## src/rtl/rxring_pkg.sv

```systemverilog
package rxring_pkg;
  typedef enum logic [1:0] {
    RX_IDLE = 2'd0,
    RX_DATA = 2'd1,
    RX_DROP = 2'd2,
    RX_HDR  = 2'd3
  } rx_state_e;

  localparam int HDR_BYTES = 4;
  localparam int LEN_W     = 16;
  localparam int ST_INTACT = 0;
  localparam int ST_MCAST  = 5;
endpackage

```

## src/rtl/rxring_ptrs.sv

```systemverilog
module rxring_ptrs #(
  parameter int PAGE_W = 8
) (
  input  logic              clk,
  input  logic              rst_n,
  input  logic              ring_init,
  input  logic [PAGE_W-1:0] pg_start,
  input  logic [PAGE_W-1:0] pg_stop,
  input  logic              bnd_we,
  input  logic [PAGE_W-1:0] bnd_wdata,
  input  logic              adv,
  input  logic [PAGE_W-1:0] adv_page,
  output logic [PAGE_W-1:0] cur_page,
  output logic [PAGE_W-1:0] bnd_page
);
  logic [PAGE_W-1:0] cur_q, cur_d, bnd_q, bnd_d;
  logic              cur_en, bnd_en;

  always_comb begin
    cur_en = ring_init | adv;
    bnd_en = ring_init | bnd_we;
    cur_d  = ring_init ? pg_start : adv_page;
    bnd_d  = ring_init ? pg_stop - 1'b1 : bnd_wdata;
  end

  always_ff @(posedge clk or negedge rst_n) begin
    if (!rst_n) begin
      cur_q <= '0;
      bnd_q <= '0;
    end else begin
      if (cur_en) cur_q <= cur_d;
      if (bnd_en) bnd_q <= bnd_d;
    end
  end

  assign cur_page = cur_q;
  assign bnd_page = bnd_q;
endmodule

```

## src/rtl/rxring_wr.sv

```systemverilog
module rxring_wr
  import rxring_pkg::*;
#(
  parameter int PAGE_W = 8,
  parameter int OFF_W  = 8
) (
  input  logic                    clk,
  input  logic                    rst_n,
  input  logic                    ring_init,
  input  logic [PAGE_W-1:0]       pg_start,
  input  logic [PAGE_W-1:0]       pg_stop,
  input  logic [PAGE_W-1:0]       cur_page,
  input  logic [PAGE_W-1:0]       bnd_page,
  input  logic                    rx_valid,
  input  logic                    rx_sof,
  input  logic                    rx_eof,
  input  logic [7:0]              rx_data,
  input  logic                    rx_crc_err,
  input  logic                    rx_align_err,
  input  logic                    rx_fifo_ovr,
  input  logic                    rx_mcast,
  output logic                    mem_we,
  output logic [PAGE_W+OFF_W-1:0] mem_addr,
  output logic [7:0]              mem_wdata,
  output logic                    adv,
  output logic [PAGE_W-1:0]       adv_page,
  output logic                    pkt_rcvd,
  output logic                    ovw_warn
);
  localparam int ADDR_W = PAGE_W + OFF_W;
  localparam logic [OFF_W-1:0] DATA_OFF = OFF_W'(HDR_BYTES);

  function automatic logic [PAGE_W-1:0] pg_wrap(input logic [PAGE_W-1:0] p,
                                                input logic [PAGE_W-1:0] s,
                                                input logic [PAGE_W-1:0] e);
    logic [PAGE_W-1:0] q;
    q = p + 1'b1;
    return (q == e) ? s : q;
  endfunction

  rx_state_e         st_q, st_d;
  logic [PAGE_W-1:0] wpg_q, wpg_d, nxt_q, nxt_d;
  logic [OFF_W-1:0]  woff_q, woff_d;
  logic [LEN_W-1:0]  len_q, len_d;
  logic [7:0]        stat_q, stat_d;
  logic [1:0]        hidx_q, hidx_d;
  logic              we_q, we_d, prx_q, prx_d, ovw_q, ovw_d;
  logic [ADDR_W-1:0] addr_q, addr_d;
  logic [7:0]        wdat_q, wdat_d;

  logic              take, first, bad;
  logic [PAGE_W-1:0] tgt_pg, inc_pg, fin_pg;
  logic [OFF_W-1:0]  tgt_off, inc_off;
  logic [7:0]        hbyte, stat_new;

  always_comb begin
    first   = (st_q == RX_IDLE);
    take    = rx_valid && ((first && rx_sof) || (st_q == RX_DATA));
    tgt_pg  = first ? cur_page : wpg_q;
    tgt_off = first ? DATA_OFF : woff_q;
    inc_off = tgt_off + 1'b1;
    inc_pg  = (inc_off == '0) ? pg_wrap(tgt_pg, pg_start, pg_stop) : tgt_pg;
    fin_pg  = (inc_off == '0) ? inc_pg : pg_wrap(inc_pg, pg_start, pg_stop);
    bad     = rx_crc_err | rx_align_err | rx_fifo_ovr;
    stat_new            = '0;
    stat_new[ST_INTACT] = 1'b1;
    stat_new[ST_MCAST]  = rx_mcast;
    case (hidx_q)
      2'd0:    hbyte = stat_q;
      2'd1:    hbyte = 8'(nxt_q);
      2'd2:    hbyte = len_q[7:0];
      default: hbyte = len_q[15:8];
    endcase
  end

  always_comb begin
    st_d   = st_q;
    wpg_d  = wpg_q;
    woff_d = woff_q;
    len_d  = len_q;
    nxt_d  = nxt_q;
    stat_d = stat_q;
    hidx_d = hidx_q;
    we_d   = 1'b0;
    addr_d = addr_q;
    wdat_d = wdat_q;
    prx_d  = 1'b0;
    ovw_d  = 1'b0;
    adv    = 1'b0;

    if (st_q == RX_DROP && rx_valid && rx_eof) st_d = RX_IDLE;

    if (st_q == RX_HDR) begin
      we_d   = 1'b1;
      addr_d = {cur_page, OFF_W'(hidx_q)};
      wdat_d = hbyte;
      hidx_d = hidx_q + 1'b1;
      if (hidx_q == 2'd3) begin
        st_d  = RX_IDLE;
        adv   = 1'b1;
        prx_d = 1'b1;
      end
    end

    if (take) begin
      if (tgt_pg == bnd_page) begin
        ovw_d = 1'b1;
        st_d  = rx_eof ? RX_IDLE : RX_DROP;
      end else begin
        we_d   = 1'b1;
        addr_d = {tgt_pg, tgt_off};
        wdat_d = rx_data;
        wpg_d  = inc_pg;
        woff_d = inc_off;
        len_d  = first ? LEN_W'(1) : len_q + 1'b1;
        st_d   = RX_DATA;
        if (rx_eof) begin
          st_d   = bad ? RX_IDLE : RX_HDR;
          hidx_d = 2'd0;
          nxt_d  = fin_pg;
          stat_d = stat_new;
        end
      end
    end

    if (ring_init) begin
      st_d  = RX_IDLE;
      we_d  = 1'b0;
      prx_d = 1'b0;
      ovw_d = 1'b0;
      adv   = 1'b0;
    end
  end

  always_ff @(posedge clk or negedge rst_n) begin
    if (!rst_n) begin
      st_q   <= RX_IDLE;
      wpg_q  <= '0;
      woff_q <= '0;
      len_q  <= '0;
      nxt_q  <= '0;
      stat_q <= '0;
      hidx_q <= '0;
      we_q   <= 1'b0;
      addr_q <= '0;
      wdat_q <= '0;
      prx_q  <= 1'b0;
      ovw_q  <= 1'b0;
    end else begin
      st_q   <= st_d;
      we_q   <= we_d;
      prx_q  <= prx_d;
      ovw_q  <= ovw_d;
      hidx_q <= hidx_d;
      if (take) begin
        wpg_q  <= wpg_d;
        woff_q <= woff_d;
        len_q  <= len_d;
        nxt_q  <= nxt_d;
        stat_q <= stat_d;
      end
      if (we_d) begin
        addr_q <= addr_d;
        wdat_q <= wdat_d;
      end
    end
  end

  assign mem_we    = we_q;
  assign mem_addr  = addr_q;
  assign mem_wdata = wdat_q;
  assign adv_page  = nxt_q;
  assign pkt_rcvd  = prx_q;
  assign ovw_warn  = ovw_q;
endmodule

```

## src/rtl/rx_page_ring.sv

```systemverilog
module rx_page_ring #(
  parameter int PAGE_W = 8,
  parameter int OFF_W  = 8
) (
  input  logic                    clk,
  input  logic                    rst_n,
  input  logic                    ring_init,
  input  logic [PAGE_W-1:0]       pg_start,
  input  logic [PAGE_W-1:0]       pg_stop,
  input  logic                    bnd_we,
  input  logic [PAGE_W-1:0]       bnd_wdata,
  input  logic                    rx_valid,
  input  logic                    rx_sof,
  input  logic                    rx_eof,
  input  logic [7:0]              rx_data,
  input  logic                    rx_crc_err,
  input  logic                    rx_align_err,
  input  logic                    rx_fifo_ovr,
  input  logic                    rx_mcast,
  output logic                    mem_we,
  output logic [PAGE_W+OFF_W-1:0] mem_addr,
  output logic [7:0]              mem_wdata,
  output logic [PAGE_W-1:0]       cur_page,
  output logic                    pkt_rcvd,
  output logic                    ovw_warn
);
  logic [PAGE_W-1:0] bnd_page;
  logic [PAGE_W-1:0] adv_page;
  logic              adv;

  rxring_ptrs #(.PAGE_W(PAGE_W)) u_ptrs (
    .clk       (clk),
    .rst_n     (rst_n),
    .ring_init (ring_init),
    .pg_start  (pg_start),
    .pg_stop   (pg_stop),
    .bnd_we    (bnd_we),
    .bnd_wdata (bnd_wdata),
    .adv       (adv),
    .adv_page  (adv_page),
    .cur_page  (cur_page),
    .bnd_page  (bnd_page)
  );

  rxring_wr #(.PAGE_W(PAGE_W), .OFF_W(OFF_W)) u_wr (
    .clk          (clk),
    .rst_n        (rst_n),
    .ring_init    (ring_init),
    .pg_start     (pg_start),
    .pg_stop      (pg_stop),
    .cur_page     (cur_page),
    .bnd_page     (bnd_page),
    .rx_valid     (rx_valid),
    .rx_sof       (rx_sof),
    .rx_eof       (rx_eof),
    .rx_data      (rx_data),
    .rx_crc_err   (rx_crc_err),
    .rx_align_err (rx_align_err),
    .rx_fifo_ovr  (rx_fifo_ovr),
    .rx_mcast     (rx_mcast),
    .mem_we       (mem_we),
    .mem_addr     (mem_addr),
    .mem_wdata    (mem_wdata),
    .adv          (adv),
    .adv_page     (adv_page),
    .pkt_rcvd     (pkt_rcvd),
    .ovw_warn     (ovw_warn)
  );
endmodule

```

## config.mk

```make
export PLATFORM = sky130hd
export DESIGN_NAME = rx_page_ring
export DESIGN_NICKNAME = d
export VERILOG_FILES = /design/src/rtl/rxring_pkg.sv /design/src/rtl/rxring_ptrs.sv /design/src/rtl/rxring_wr.sv /design/src/rtl/rx_page_ring.sv
export SDC_FILE = /design/constraint.sdc
export NUM_CORES = 1
export LEC_CHECK = 0
export BUFFER_PORTS_ARGS = -buffer_cell sky130_fd_sc_hd__buf_2
export CAP_MARGIN = 15
export CORE_MARGIN = 8
export CORE_UTILIZATION = 55
export CTS_CLUSTER_DIAMETER = 30
export CTS_CLUSTER_SIZE = 24
export DETAILED_ROUTE_END_ITERATION = 7
export PLACE_DENSITY_LB_ADDON = 0.25
export SLEW_MARGIN = 10
export SYNTH_ARGS = -nofsm -noshare
export SYNTH_HDL_FRONTEND = slang
export SYNTH_SLANG_ARGS = --single-unit
```

## constraint.sdc

```tcl
create_clock -name clk -period 11.2 [get_ports clk]
set_input_delay 2.24 -clock clk [delete_from_list [all_inputs] [get_ports clk]]
set_output_delay 2.24 -clock clk [all_outputs]
set_load 0.01 [all_outputs]
```

==> impl_metrics.sql, run 1 <==
INSERT INTO impl_metrics (metric_group, metric, value, unit) VALUES
('sta', 'tns', '0', 'ns'),
('synth', 'synth_adder_area_share', '0.0216', ''),
('synth', 'ys_ff_latch', '89', ''),
('synth', 'post-synth-top-area-fraction', '0.385', ''),
('worst_setup_path', 'worstPathRequired', '11.44', 'ns'),
('place', 'numPlacedInstances', '825', ''),
('clocking', 'cts_htree_levels', '3', ''),
('synth', 'synthXorXnorAreaFrac', '0.0959', ''),
('cells_and_area', 'filler_cell_count', '931', ''),
('grt', 'first_global_vias', '5156', ''),
('power_and_ir_drop', 'comb_power_share', '0.248', ''),
('synth', 'share_of_cell_area_taken_by_muxes_after_synthesis', '0.0628', ''),
('place', 'placement.io_buffers', '77', ''),
('power_and_ir_drop', 'part_of_the_total_power_dissipated_in_sequential_elements', '0.477', ''),
('clocking', 'clock_tree.buffer_depth', '2', ''),
('clocking', 'holdBufCountCts', '0', ''),
('run', 'number_of_max_cap_violations', '0', ''),
('cells_and_area', 'final_net_count', '753', ''),
('cells_and_area', 'finalNonFillerCells', '840', ''),
('cells_and_area', 'antenna_diode_count', '0', ''),
('clocking', 'worst_skew_pair_later_pin_latency', '0.38', 'ns'),
('die', 'die_height', '119', 'um'),
('sta', 'finalMaxSlewViolations', '0', ''),
('worst_setup_path', 'critical_path.endpoint_type', 'flop', ''),
('sta', 'whs', '0.471', 'ns'),
('synth', 'leading_register_cell_type_out_of_synthesis', 'sky130_fd_sc_hd__dfrtp_1', ''),
('run_status', 'outcome', 'completed', ''),
('power_and_ir_drop', 'power_switching_share', '0.331', ''),
('synth', 'synth-edff-count', '0', ''),
('synth', 'synth.yosys.seq_area_share', '0.385', ''),
('power_and_ir_drop', 'p_int', '542', 'uW'),
('cells_and_area', 'final_layout_size_suffix_gt1_frac', '0.161', ''),
('worst_setup_path', 'crit_path_max_fanout', '22', ''),
('place', 'dp_hpwl', '13.0', 'mm'),
('cells_and_area', 'multiInputGateArea', '0.00332', 'mm^2'),
('synth', 'synth_top_cells_by_count', 'sky130_fd_sc_hd__nand2_1 (91), sky130_fd_sc_hd__dfrtp_1 (89), sky130_fd_sc_hd__nor2_1 (54), sky130_fd_sc_hd__o21ai_0 (54), sky130_fd_sc_hd__a21oi_1 (40)', ''),
('worst_setup_path', 'timing.critical_path.from_type', 'flop', ''),
('drt', 'drt-pass1-iter-count', '6', ''),
('place', 'gpl.final_weighted_congestion', '1.02', ''),
('synth', 'compound_cell_area_share_of_the_yosys_netlist', '0.200', ''),
('cells_and_area', 'syn_to_final_growth', '10.6', '%'),
('power_and_ir_drop', 'p_sw', '268', 'uW'),
('synth', 'synth-simple-area-share', '0.194', ''),
('sta', 'fin_ws', '4.24', 'ns'),
('clocking', 'cts_resized', '0', ''),
('hold_path', 'hold_class', 'reg2reg', ''),
('drt', 'drc', '0', ''),
('die', 'initial_utilization', '0.562', ''),
('sta', 'finalSetupViolCount', '0', ''),
('synth', 'netlist_top_cells_area', 'sky130_fd_sc_hd__dfrtp_1 (39%), sky130_fd_sc_hd__nand2_1 (5.9%), sky130_fd_sc_hd__mux2i_1 (5.0%), sky130_fd_sc_hd__xnor2_1 (5.0%), sky130_fd_sc_hd__o21ai_0 (4.7%)', ''),
('sta', 'grt_setup_unrepaired', 'false', ''),
('clocking', 'ctsRootBufferMaster', 'sky130_fd_sc_hd__clkbuf_8', ''),
('grt', 'grt_use_total', '0.249', ''),
('die', 'core_area', '0.0103', 'mm^2'),
('grt', 'first_pass_grt_wire_length', '27.9', 'mm'),
('clocking', 'cts_num_sinks', '89', ''),
('place', 'dp_worst_setup_slack', '4.36', 'ns'),
('power_and_ir_drop', 'ratio_of_total_power_to_cell_area', '127', 'mW/mm^2'),
('drt', 'route.final.wire_length', '17.3', 'mm'),
('synth', 'synth.net_count', '701', ''),
('clocking', 'cts_tree', 'yes', ''),
('grt', 'overflow', '0', ''),
('die', 'fp.dieW', '119', 'um'),
('sta', 'timing.clock.skew', '0.0119', 'ns'),
('synth', 'synth_area_leader_cell', 'sky130_fd_sc_hd__dfrtp_1', ''),
('drt', 'route.vias.total', '5160', ''),
('sta', 'worst_slew_pin_slew', '1.10', 'ns'),
('die', 'io_pins', '78', ''),
('drt', 'postRouteAntennaNets', '0', ''),
('synth', 'yosys.cell_types.count', '70', ''),
('clocking', 'cts_buffers', '9', '');
[registers in the layout, indices dropped and copies added (netlist names)]
| register | cells |
|---|---|
| u_wr.len_q | 16 |
| u_wr.mem_addr | 16 |
| u_ptrs.bnd_page | 8 |
| u_ptrs.cur_page | 8 |
| u_wr.adv_page | 8 |
| u_wr.mem_wdata | 8 |
| u_wr.woff_q | 8 |
| u_wr.wpg_q | 8 |
| u_wr.hidx_q | 2 |
| u_wr.st_q | 2 |
| u_wr.stat_q | 2 |
| u_wr.mem_we | 1 |
| u_wr.ovw_warn | 1 |
| u_wr.pkt_rcvd | 1 |
[cell usage in the layout, fill, tap and decap left out, types with 4 or more instances in the layout]
master / n
sky130_fd_sc_hd__a21oi_1: 40
sky130_fd_sc_hd__a22oi_1: 12
sky130_fd_sc_hd__a31oi_1: 5
sky130_fd_sc_hd__and2_1: 8
sky130_fd_sc_hd__and3_1: 4
sky130_fd_sc_hd__buf_2: 76
sky130_fd_sc_hd__buf_4: 6
sky130_fd_sc_hd__clkbuf_8: 9
sky130_fd_sc_hd__dfrtp_1: 89
sky130_fd_sc_hd__ha_1: 10
sky130_fd_sc_hd__inv_1: 15
sky130_fd_sc_hd__mux2i_1: 29
sky130_fd_sc_hd__nand2_1: 91
sky130_fd_sc_hd__nand3_1: 14
sky130_fd_sc_hd__nand4_1: 8
sky130_fd_sc_hd__nor2_1: 54
sky130_fd_sc_hd__nor2b_1: 5
sky130_fd_sc_hd__nor3_1: 13
sky130_fd_sc_hd__nor4_1: 4
sky130_fd_sc_hd__o21ai_0: 54
sky130_fd_sc_hd__o21ai_1: 7
sky130_fd_sc_hd__o22a_1: 16
sky130_fd_sc_hd__or2_1: 4
sky130_fd_sc_hd__or3_1: 5
sky130_fd_sc_hd__xnor2_1: 33
sky130_fd_sc_hd__xnor3_1: 5
sky130_fd_sc_hd__xor2_1: 12
[layout make-up]
class,instances,share of cell area
clock inverter,4,0.00842
sequential,89,0.349
inverter,16,0.00940
clock buffer,11,0.0206
tap,136,0.0266
multi-input combinational,502,0.520
timing repair buffer,82,0.0666
[path summary, 6_finish.rpt]
| check | startpoint | end | slack, ns | cells past startpoint |
|---|---|---|---|---|
| max | u_wr.st_q[0]$_DFF_PN0_ | u_wr.adv_page[0]$_DFFE_PN0P_ | 4.24 | 18 |
| min in group asynchronous | rst_n | u_wr.woff_q[6]$_DFFE_PN0P_ | 1.73 | 1 |
| max in group asynchronous | rst_n | u_wr.hidx_q[0]$_DFF_PN0_ | 8.33 | 2 |
| max reg2reg | u_wr.st_q[0]$_DFF_PN0_ | u_wr.adv_page[0]$_DFFE_PN0P_ | 4.24 | 18 |
| min reg2reg | u_wr.mem_addr[3]$_DFFE_PN0P_ | u_wr.mem_addr[3]$_DFFE_PN0P_ | 0.47 | 2 |
| min | u_wr.mem_addr[3]$_DFFE_PN0P_ | u_wr.mem_addr[3]$_DFFE_PN0P_ | 0.47 | 2 |
[cells by family (layout without fill, tap and decap cells)]
| kind of cell | after synthesis | count (layout) |
|---|---|---|
| AOI/OAI and AO/OA | 174 | 174 |
| xor gates and xnor gates | 52 | 52 |
| muxes | 34 | 34 |
| and+or+nand+nor | 232 | 232 |
| adders and majority gates | 10 | 10 |
| DFF | 89 | 89 |
| buffers and inverters | 57 | 113 |
[power groups by stage]
stage,Combinational (uW),Clock [uW],Sequential (uW)
after floorplan,125,0,390
after global placement,200,0,392
after detailed placement,201,0,393
after CTS,202,223,386
after global routing,220,236,391
final,201,222,387
[metrics by stage]
stage,total power [uW],area (um^2),utilization
floorplan,515,5780,-
global placement,592,6200,0.604
detailed placement,594,6200,0.604
CTS,811,6390,0.622
global route,846,6390,0.622
finish,811,6390,0.622
[worst max-delay path, stage by stage (launching register included)]
cell                       delay (ns)
sky130_fd_sc_hd__dfrtp_1         0.61
sky130_fd_sc_hd__nor2_1          0.90
sky130_fd_sc_hd__mux2i_1         0.62
sky130_fd_sc_hd__inv_1           0.13
sky130_fd_sc_hd__ha_1            0.31
sky130_fd_sc_hd__nor4b_1         0.17
sky130_fd_sc_hd__a31oi_1         0.41
sky130_fd_sc_hd__xnor3_1         0.21
sky130_fd_sc_hd__o211ai_1        0.25
sky130_fd_sc_hd__or2_1           0.54
sky130_fd_sc_hd__o311ai_2        0.53
sky130_fd_sc_hd__inv_1           0.10
sky130_fd_sc_hd__ha_1            0.27
sky130_fd_sc_hd__xnor3_1         0.35
sky130_fd_sc_hd__nor3_1          0.18
sky130_fd_sc_hd__nand3_1         0.14
sky130_fd_sc_hd__nor4_4          0.73
sky130_fd_sc_hd__mux2i_1         0.27
sky130_fd_sc_hd__a21oi_1         0.09
[routing by layer]
layer	global-route usage	wire, um	vias to the layer above	share of wire
li1	-	-	2406	-
met1	0.308	7400	2509	0.43
met2	0.409	8260	207	0.48
met3	0.0638	1150	38	0.066
met4	0.103	541	0	0.031
met5	0	0	-	0
(Power assumes the default switching activity.)
==> inputs of run 2 (changes only) <==
Settings changed: ABC_AREA set to 1, CORE_UTILIZATION 55 to 53.
Clock period 11.2 ns to 5.7 ns, I/O delays scaled along.
==> impl_metrics.sql, run 2 <==
INSERT INTO impl_metrics (metric_group, metric, value, unit) VALUES
('synth', 'netlist_top_cells_area', 'sky130_fd_sc_hd__dfrtp_1 (37%), sky130_fd_sc_hd__nand2_1 (15%), sky130_fd_sc_hd__inv_1 (5.9%), sky130_fd_sc_hd__nand3_1 (4.4%), sky130_fd_sc_hd__o21ai_0 (4.3%)', ''),
('cells_and_area', 'final_layout_size_suffix_gt1_frac', '0.192', ''),
('sta', 'fin_ws', '1.22', 'ns'),
('worst_setup_path', 'worst-setup-path-type', 'reg2reg', ''),
('synth', 'syn-mean-instance-area', '7.32', 'um^2'),
('worst_setup_path', 'timing.critical_path.from_type', 'flop', ''),
('die', 'die_height', '122', 'um'),
('synth', 'synth-edff-count', '0', ''),
('synth', 'largest_family_of_logic_cells_by_synthesized_area', 'simple AND/OR/NAND/NOR gates', ''),
('cells_and_area', 'layout.cell_area.non_filler', '0.00679', 'mm^2'),
('worst_setup_path', 'max_stage_delay', '0.59', 'ns'),
('die', 'die-area', '0.0150', 'mm^2'),
('place', 'post_detailed_placement_cell_area', '0.00649', 'mm^2'),
('place', 'dp_worst_setup_slack', '1.26', 'ns'),
('grt', 'largest_net_degree_at_the_start_of_global_routing', '69', ''),
('synth', 'synth_area_leader_cell', 'sky130_fd_sc_hd__dfrtp_1', ''),
('grt', 'first_pass_grt_wire_length', '28.0', 'mm'),
('sta', 'period_share', '0.785', ''),
('synth', 'proportion_of_register_bits_with_asynchronous_set_or_reset_after_synthesis', '1.00', ''),
('cells_and_area', 'mostFrequentLayoutCell', 'sky130_fd_sc_hd__nand2_1', ''),
('cells_and_area', 'most-common-layout-cells', 'sky130_fd_sc_hd__nand2_1 (233), sky130_fd_sc_hd__inv_1 (95), sky130_fd_sc_hd__dfrtp_1 (89), sky130_fd_sc_hd__buf_2 (76), sky130_fd_sc_hd__nor2_1 (54)', ''),
('run_status', 'outcome', 'completed', ''),
('worst_setup_path', 'cpMaxStageDelayCell', 'sky130_fd_sc_hd__nor2_4', ''),
('place', 'dp_hpwl', '13.0', 'mm'),
('synth', 'syn-instance-count', '819', ''),
('sta', 'finalMaxSlewViolations', '0', ''),
('drt', 'routed_wire_length_per_instance', '16.3', 'um'),
('synth', 'synth_adder_area_share', '0.0209', ''),
('cells_and_area', 'antenna_diode_count', '0', ''),
('clocking', 'cts_buffers', '9', ''),
('sta', 'grt_setup_unrepaired', 'false', ''),
('synth', 'yosys_warnings', '0', ''),
('worst_setup_path', 'crit_path_max_fanout', '20', ''),
('synth', 'compound_cell_area_share_of_the_yosys_netlist', '0.129', ''),
('clocking', 'cts_resized', '0', ''),
('hold_path', 'hold_class', 'reg2reg', ''),
('worst_setup_path', 'worstPathRequired', '5.94', 'ns'),
('place', 'gpl.final_weighted_congestion', '0.933', ''),
('drt', 'route.vias.total', '5735', ''),
('drt', 'postRouteAntennaNets', '0', ''),
('sta', 'slew-limit-headroom', '0.422', ''),
('sta', 'worst_slew_pin_slew', '0.867', 'ns'),
('cells_and_area', 'filler_cell_count', '1080', ''),
('clocking', 'ctsRootBufferMaster', 'sky130_fd_sc_hd__clkbuf_16', ''),
('die', 'io_pins', '78', ''),
('worst_setup_path', 'critical_path.endpoint_type', 'flop', ''),
('synth', 'synthesis.area', '0.00600', 'mm^2'),
('synth', 'post-synth-top-count-cell', 'sky130_fd_sc_hd__nand2_1', ''),
('sta', 'fmax', '0.223', 'GHz'),
('power_and_ir_drop', 'ratio_of_total_power_to_cell_area', '298', 'mW/mm^2'),
('power_and_ir_drop', 'vdd_drop_max', '185', 'uV'),
('worst_setup_path', 'critPathArrivalTime', '4.72', 'ns'),
('synth', 'yosys.cell_types.count', '43', ''),
('synth', 'leading_register_cell_type_out_of_synthesis', 'sky130_fd_sc_hd__dfrtp_1', ''),
('die', 'fp.dieW', '122', 'um'),
('cells_and_area', 'syn_to_final_growth', '13.2', '%'),
('grt', 'overflow', '0', ''),
('place', 'placement.io_buffers', '77', ''),
('synth', 'synth.yosys.seq_area_share', '0.371', ''),
('synth', 'post-synth-top-area-fraction', '0.371', ''),
('sta', 'tns', '0', 'ns'),
('synth', 'share_of_cell_area_taken_by_muxes_after_synthesis', '0', ''),
('drt', 'route.final.wire_length', '16.9', 'mm'),
('sta', 'timing.clock.skew', '0.00800', 'ns'),
('drt', 'drt-pass1-iter-count', '6', ''),
('clocking', 'worst_setup_hold_path_clk_slew', '0.06', 'ns'),
('drt', 'via_per_instance_ratio', '5.53', ''),
('clocking', 'cts_setup_buffers', '0', ''),
('synth', 'synthXorXnorAreaFrac', '0.0219', ''),
('worst_setup_path', 'most_used_cell_cp', 'sky130_fd_sc_hd__nand2_1', ''),
('die', 'floorplan.rows', '39', ''),
('clocking', 'holdBufCountCts', '0', ''),
('synth', 'synth.net_count', '872', ''),
('clocking', 'cts_htree_levels', '3', ''),
('sta', 'number_of_failing_hold_endpoints_at_the_final_stage', '0', ''),
('synth', 'ys_ff_latch', '89', ''),
('run', 'number_of_max_cap_violations', '0', ''),
('sta', 'min_period', '4.48', 'ns'),
('grt', 'first_global_vias', '5508', ''),
('synth', 'synth_top_cells_by_count', 'sky130_fd_sc_hd__nand2_1 (233), sky130_fd_sc_hd__inv_1 (95), sky130_fd_sc_hd__dfrtp_1 (89)', ''),
('clocking', 'cts_tree', 'yes', ''),
('sta', 'finalSetupViolCount', '0', ''),
('grt', 'grt_antenna_before_repair', '0', ''),
('synth', 'synth-simple-area-share', '0.370', ''),
('drt', 'drc', '0', ''),
('power_and_ir_drop', 'leakage', '0.00338', 'uW'),
('grt', 'grt_use_total', '0.238', ''),
('cells_and_area', 'final_net_count', '944', ''),
('clocking', 'cts_num_sinks', '89', ''),
('die', 'initial_utilization', '0.534', ''),
('cells_and_area', 'layout.core_utilization', '0.605', ''),
('die', 'core_area', '0.0112', 'mm^2'),
('drt', 'first_iter_violations', '573', ''),
('clocking', 'worst_skew_pair_later_pin_latency', '0.35', 'ns'),
('clocking', 'clock_tree.buffer_depth', '2', '');
## run 2: cell types whose count changed after synthesis, moves of 12 or more
cell / before / now
sky130_fd_sc_hd__nand2_1: 91 / 233
sky130_fd_sc_hd__inv_1: 15 / 95
sky130_fd_sc_hd__nand3_1: 14 / 53
sky130_fd_sc_hd__xnor2_1: 33 / 1
sky130_fd_sc_hd__mux2i_1: 29 / 0
sky130_fd_sc_hd__nand2_2: 0 / 24
sky130_fd_sc_hd__clkbuf_1: 33 / 16
sky130_fd_sc_hd__o22a_1: 16 / 0
sky130_fd_sc_hd__o211ai_1: 3 / 15
## run 2: layout make-up
type                            count  area (um^2)  area share
Clock buffer                       13          260      0.0383
Clock inverter                      2         37.5     0.00553
Inverter                          109          414      0.0610
Multi-Input combinational cell    601         3260       0.479
Sequential cell                    89         2230       0.328
Tap cell                          143          179      0.0263
Timing Repair Buffer               81          418      0.0615
## run 2: kinds of logic after synthesis
family | count (synthesis)
compound gates | 132
simple gates | 444
buf+inv | 129
fa+ha+maj | 10
flops | 89
xor+xnor | 15
## run 2: worst paths after layout
check / start / endpoint / slack (ns) / depth (start not counted)
worst max-delay path: u_wr.st_q[0]$_DFF_PN0_ / u_wr.adv_page[3]$_DFFE_PN0P_ / 1.22 / 26
worst min-delay path: u_wr.mem_addr[2]$_DFFE_PN0P_ / u_wr.mem_addr[2]$_DFFE_PN0P_ / 0.46 / 2
worst max register to register: u_wr.st_q[0]$_DFF_PN0_ / u_wr.adv_page[3]$_DFFE_PN0P_ / 1.22 / 26
worst min register to register: u_wr.mem_addr[2]$_DFFE_PN0P_ / u_wr.mem_addr[2]$_DFFE_PN0P_ / 0.46 / 2
max in group asynchronous: rst_n / u_ptrs.cur_page[2]$_DFFE_PN0P_ / 3.86 / 2
min in group asynchronous: rst_n / u_wr.mem_addr[4]$_DFFE_PN0P_ / 0.67 / 1
## run 2: routing by layer
| layer | GRT usage | routed length [um] | share of wire | vias up |
|---|---|---|---|---|
| met5 | 0 | 0 | 0 | - |
| met4 | 0.117 | 581 | 0.034 | 0 |
| met2 | 0.383 | 7790 | 0.46 | 211 |
| met1 | 0.306 | 7360 | 0.44 | 2641 |
| met3 | 0.0400 | 1190 | 0.070 | 48 |
| li1 | - | - | - | 2835 |
## run 2: power by group
| group | switching [uW] | total, uW | internal [uW] | leakage (uW) |
|---|---|---|---|---|
| sequential | 80.9 | 809 | 728 | 0.00113 |
| combinational | 400 | 609 | 209 | 0.00210 |
| clock | 243 | 604 | 362 | 0.000142 |
| total | 724 | 2020 | 1300 | 0.00338 |
## run 2: metrics by stage
| step | hold slack [ns] | power [uW] | std cells |
|---|---|---|---|
| final | 0.464 | 2020 | 1038 |
| after global routing | 0.486 | 2150 | 1038 |
| after CTS | 0.471 | 2030 | 1038 |
| after detailed placement | 0.455 | 1420 | 1023 |
| after global placement | 0.449 | 1410 | 1023 |
| after floorplan | 0.439 | 1230 | 819 |
## run 2: critical path: cells and delay by family, from the launching register on
kind	cells	cell delay [ns]
AND/OR/NAND/NOR	23	3.17
flip-flops	1	0.54
adder cells (fa/ha/maj)	2	0.48
XOR/XNOR	1	0.17
==> inputs of run 3 (changes only) <==
Settings changed: ABC_AREA 1 to 0, CORE_UTILIZATION 53 to 55.
Clock period 5.7 ns to 4.5 ns, I/O delays scaled along.
==> impl_metrics.sql, run 3 (synthesized netlist as in run 1, its figures left out) <==
INSERT INTO impl_metrics (metric_group, metric, value, unit) VALUES
('run_status', 'outcome', 'completed', ''),
('sta', 'slew-limit-headroom', '0.217', ''),
('cells_and_area', 'layout.cell_area.non_filler', '0.00692', 'mm^2'),
('grt', 'groute.layer.met2.usage', '0.437', ''),
('sta', 'number_of_failing_hold_endpoints_at_the_final_stage', '0', ''),
('cells_and_area', 'layout.core_utilization', '0.674', ''),
('place', 'gpl.final_weighted_congestion', '1.03', ''),
('cells_and_area', 'final_layout_size_suffix_gt1_frac', '0.244', ''),
('worst_setup_path', 'crit_chain', 'buf_4 > nor2_4 > mux2i_4 > inv_2 > ha_4 > xor2_1 > a2111oi_4 > nand4b_4 > or2_4 > buf_4 > o311ai_4 > buf_6 > xnor3_1 > nor3_2 > nand3_2 > nor4_4 > buf_6 > mux2i_1 > a21oi_1', ''),
('sta', 'min_period', '4.31', 'ns'),
('clocking', 'cts_tree', 'yes', ''),
('sta', 'fmax', '0.232', 'GHz'),
('die', 'die-area', '0.0140', 'mm^2'),
('cells_and_area', 'final_net_count', '801', ''),
('sta', 'whs', '0.473', 'ns'),
('place', 'dp_worst_setup_slack', '-0.0460', 'ns'),
('worst_setup_path', 'timing.critical_path.from_type', 'flop', ''),
('clocking', 'worst_skew_pair_later_pin_latency', '0.38', 'ns'),
('sta', 'finalSetupViolCount', '0', ''),
('place', 'dp_hpwl', '13.5', 'mm'),
('drt', 'via_per_instance_ratio', '6.01', ''),
('grt', 'grt_use_total', '0.259', ''),
('place', 'post_detailed_placement_cell_area', '0.00662', 'mm^2'),
('power_and_ir_drop', 'ratio_of_total_power_to_cell_area', '299', 'mW/mm^2'),
('clocking', 'worst_setup_hold_path_clk_slew', '0.10', 'ns'),
('worst_setup_path', 'critical_path.endpoint_type', 'flop', ''),
('run', 'number_of_max_cap_violations', '0', ''),
('grt', 'first_global_vias', '5429', ''),
('power_and_ir_drop', 'leakage', '0.00310', 'uW'),
('drt', 'drc', '0', ''),
('clocking', 'cts_buffers', '9', ''),
('drt', 'postRouteAntennaNets', '0', ''),
('sta', 'period_share', '0.958', ''),
('die', 'die_height', '119', 'um'),
('die', 'io_pins', '78', ''),
('grt', 'overflow', '0', ''),
('cells_and_area', 'syn_to_final_growth', '19.8', '%'),
('die', 'initial_utilization', '0.562', ''),
('die', 'core_area', '0.0103', 'mm^2'),
('hold_path', 'hold_class', 'reg2reg', ''),
('power_and_ir_drop', 'vdd_drop_max', '179', 'uV'),
('drt', 'route.final.wire_length', '17.9', 'mm'),
('drt', 'route.vias.total', '5343', ''),
('sta', 'timing.clock.skew', '0.0192', 'ns'),
('sta', 'worst_slew_pin_slew', '1.14', 'ns'),
('sta', 'fin_ws', '0.191', 'ns'),
('grt', 'largest_net_degree_at_the_start_of_global_routing', '58', ''),
('worst_setup_path', 'crit_path_max_fanout', '9', ''),
('cells_and_area', 'mostFrequentLayoutCell', 'sky130_fd_sc_hd__nand2_1', ''),
('drt', 'drt-pass1-iter-count', '5', ''),
('power_and_ir_drop', 'report.power.total', '2070', 'uW'),
('grt', 'grt_antenna_before_repair', '0', ''),
('grt', 'groute.layer.met1.usage', '0.310', ''),
('grt', 'first_pass_grt_wire_length', '28.9', 'mm'),
('drt', 'routed_wire_length_per_instance', '20.2', 'um'),
('sta', 'grt_setup_unrepaired', 'false', ''),
('clocking', 'clock_tree.buffer_depth', '2', ''),
('sta', 'finalMaxSlewViolations', '0', ''),
('worst_setup_path', 'cpMaxStageDelayCell', 'sky130_fd_sc_hd__dfrtp_1', ''),
('drt', 'first_iter_violations', '530', ''),
('worst_setup_path', 'worst-setup-path-type', 'reg2reg', ''),
('clocking', 'cts_htree_levels', '3', ''),
('die', 'floorplan.rows', '37', ''),
('cells_and_area', 'filler_cell_count', '862', ''),
('die', 'fp.dieW', '119', 'um'),
('place', 'placement.io_buffers', '77', ''),
('worst_setup_path', 'max_stage_delay', '0.44', 'ns'),
('grt', 'grt_use_met3', '0.0571', ''),
('clocking', 'ctsRootBufferMaster', 'sky130_fd_sc_hd__clkbuf_8', ''),
('cells_and_area', 'most-common-layout-cells', 'sky130_fd_sc_hd__nand2_1 (91), sky130_fd_sc_hd__dfrtp_1 (88), sky130_fd_sc_hd__buf_2 (76), sky130_fd_sc_hd__o21ai_0 (53), sky130_fd_sc_hd__nor2_1 (53)', ''),
('clocking', 'cts_num_sinks', '89', ''),
('cells_and_area', 'antenna_diode_count', '0', ''),
('grt', 'grt-busiest-layer', 'met2', ''),
('worst_setup_path', 'critPathArrivalTime', '4.57', 'ns'),
('worst_setup_path', 'worstPathRequired', '4.76', 'ns'),
('clocking', 'holdBufCountCts', '0', '');
run 3: stage by stage:
stage               instances  TNS [ns]
finish                    889         0
global route              889         0
CTS                       882         0
detailed placement        865    -0.239
global placement          865         0
floorplan                 648         0
run 3: area by class of cell:
type / count / area [um^2] / share of cell area
Clock buffer: 10 / 128 / 0.0184
Clock inverter: 6 / 51.3 / 0.00741
Timing Repair Buffer: 130 / 810 / 0.117
Inverter: 16 / 60.1 / 0.00867
Multi-Input combinational cell: 502 / 3480 / 0.502
Sequential cell: 89 / 2230 / 0.322
Tap cell: 136 / 170 / 0.0246
run 3: worst paths after layout:
kind / start / to / slack, ns / depth (start not counted)
worst min-delay path: u_wr.mem_addr[3]$_DFFE_PN0P_ / u_wr.mem_addr[3]$_DFFE_PN0P_ / 0.47 / 2
worst max-delay path: u_wr.st_q[1]$_DFF_PN0_ / u_wr.adv_page[1]$_DFFE_PN0P_ / 0.19 / 19
worst max register to register: u_wr.st_q[1]$_DFF_PN0_ / u_wr.adv_page[1]$_DFFE_PN0P_ / 0.19 / 19
min in group asynchronous: rst_n / u_wr.mem_addr[7]$_DFFE_PN0P_ / 0.59 / 1
worst min register to register: u_wr.mem_addr[3]$_DFFE_PN0P_ / u_wr.mem_addr[3]$_DFFE_PN0P_ / 0.47 / 2
max in group asynchronous: rst_n / u_wr.len_q[3]$_DFFE_PN0P_ / 2.97 / 2
run 3: power by group:
| group | switching [uW] | internal (uW) | total [uW] | leakage [uW] |
|---|---|---|---|---|
| logic | 320 | 261 | 581 | 0.00189 |
| registers | 73.6 | 882 | 956 | 0.00113 |
| clock network | 326 | 208 | 534 | 0.0000810 |
| total | 720 | 1350 | 2070 | 0.00310 |
run 3: timing repair:
action                                  4_1_cts  5_1_grt
endpoints found under the hold margin         0        0
resized for setup                             0       16
buffers inserted                              1        7
endpoints found under the setup margin        8        8
pin swaps                                     1       12
run 3: critical path, delay by kind of cell, from the launching register on:
kind	cells	cell delay, ns
XOR/XNOR	2	0.51
AO/OA/AOI/OAI	3	0.69
flip-flops	1	0.44
adder cells (fa/ha/maj)	1	0.25
AND/OR/NAND/NOR	6	1.07
multiplexers	2	0.45
buffers and inverters	5	0.79
run 3: layer usage:
metal  wire length [um]  vias up
met3               1000       44
met4                758        0
met5                  0        -
met2               8740      191
li1                   -     2503
met1               7420     2605
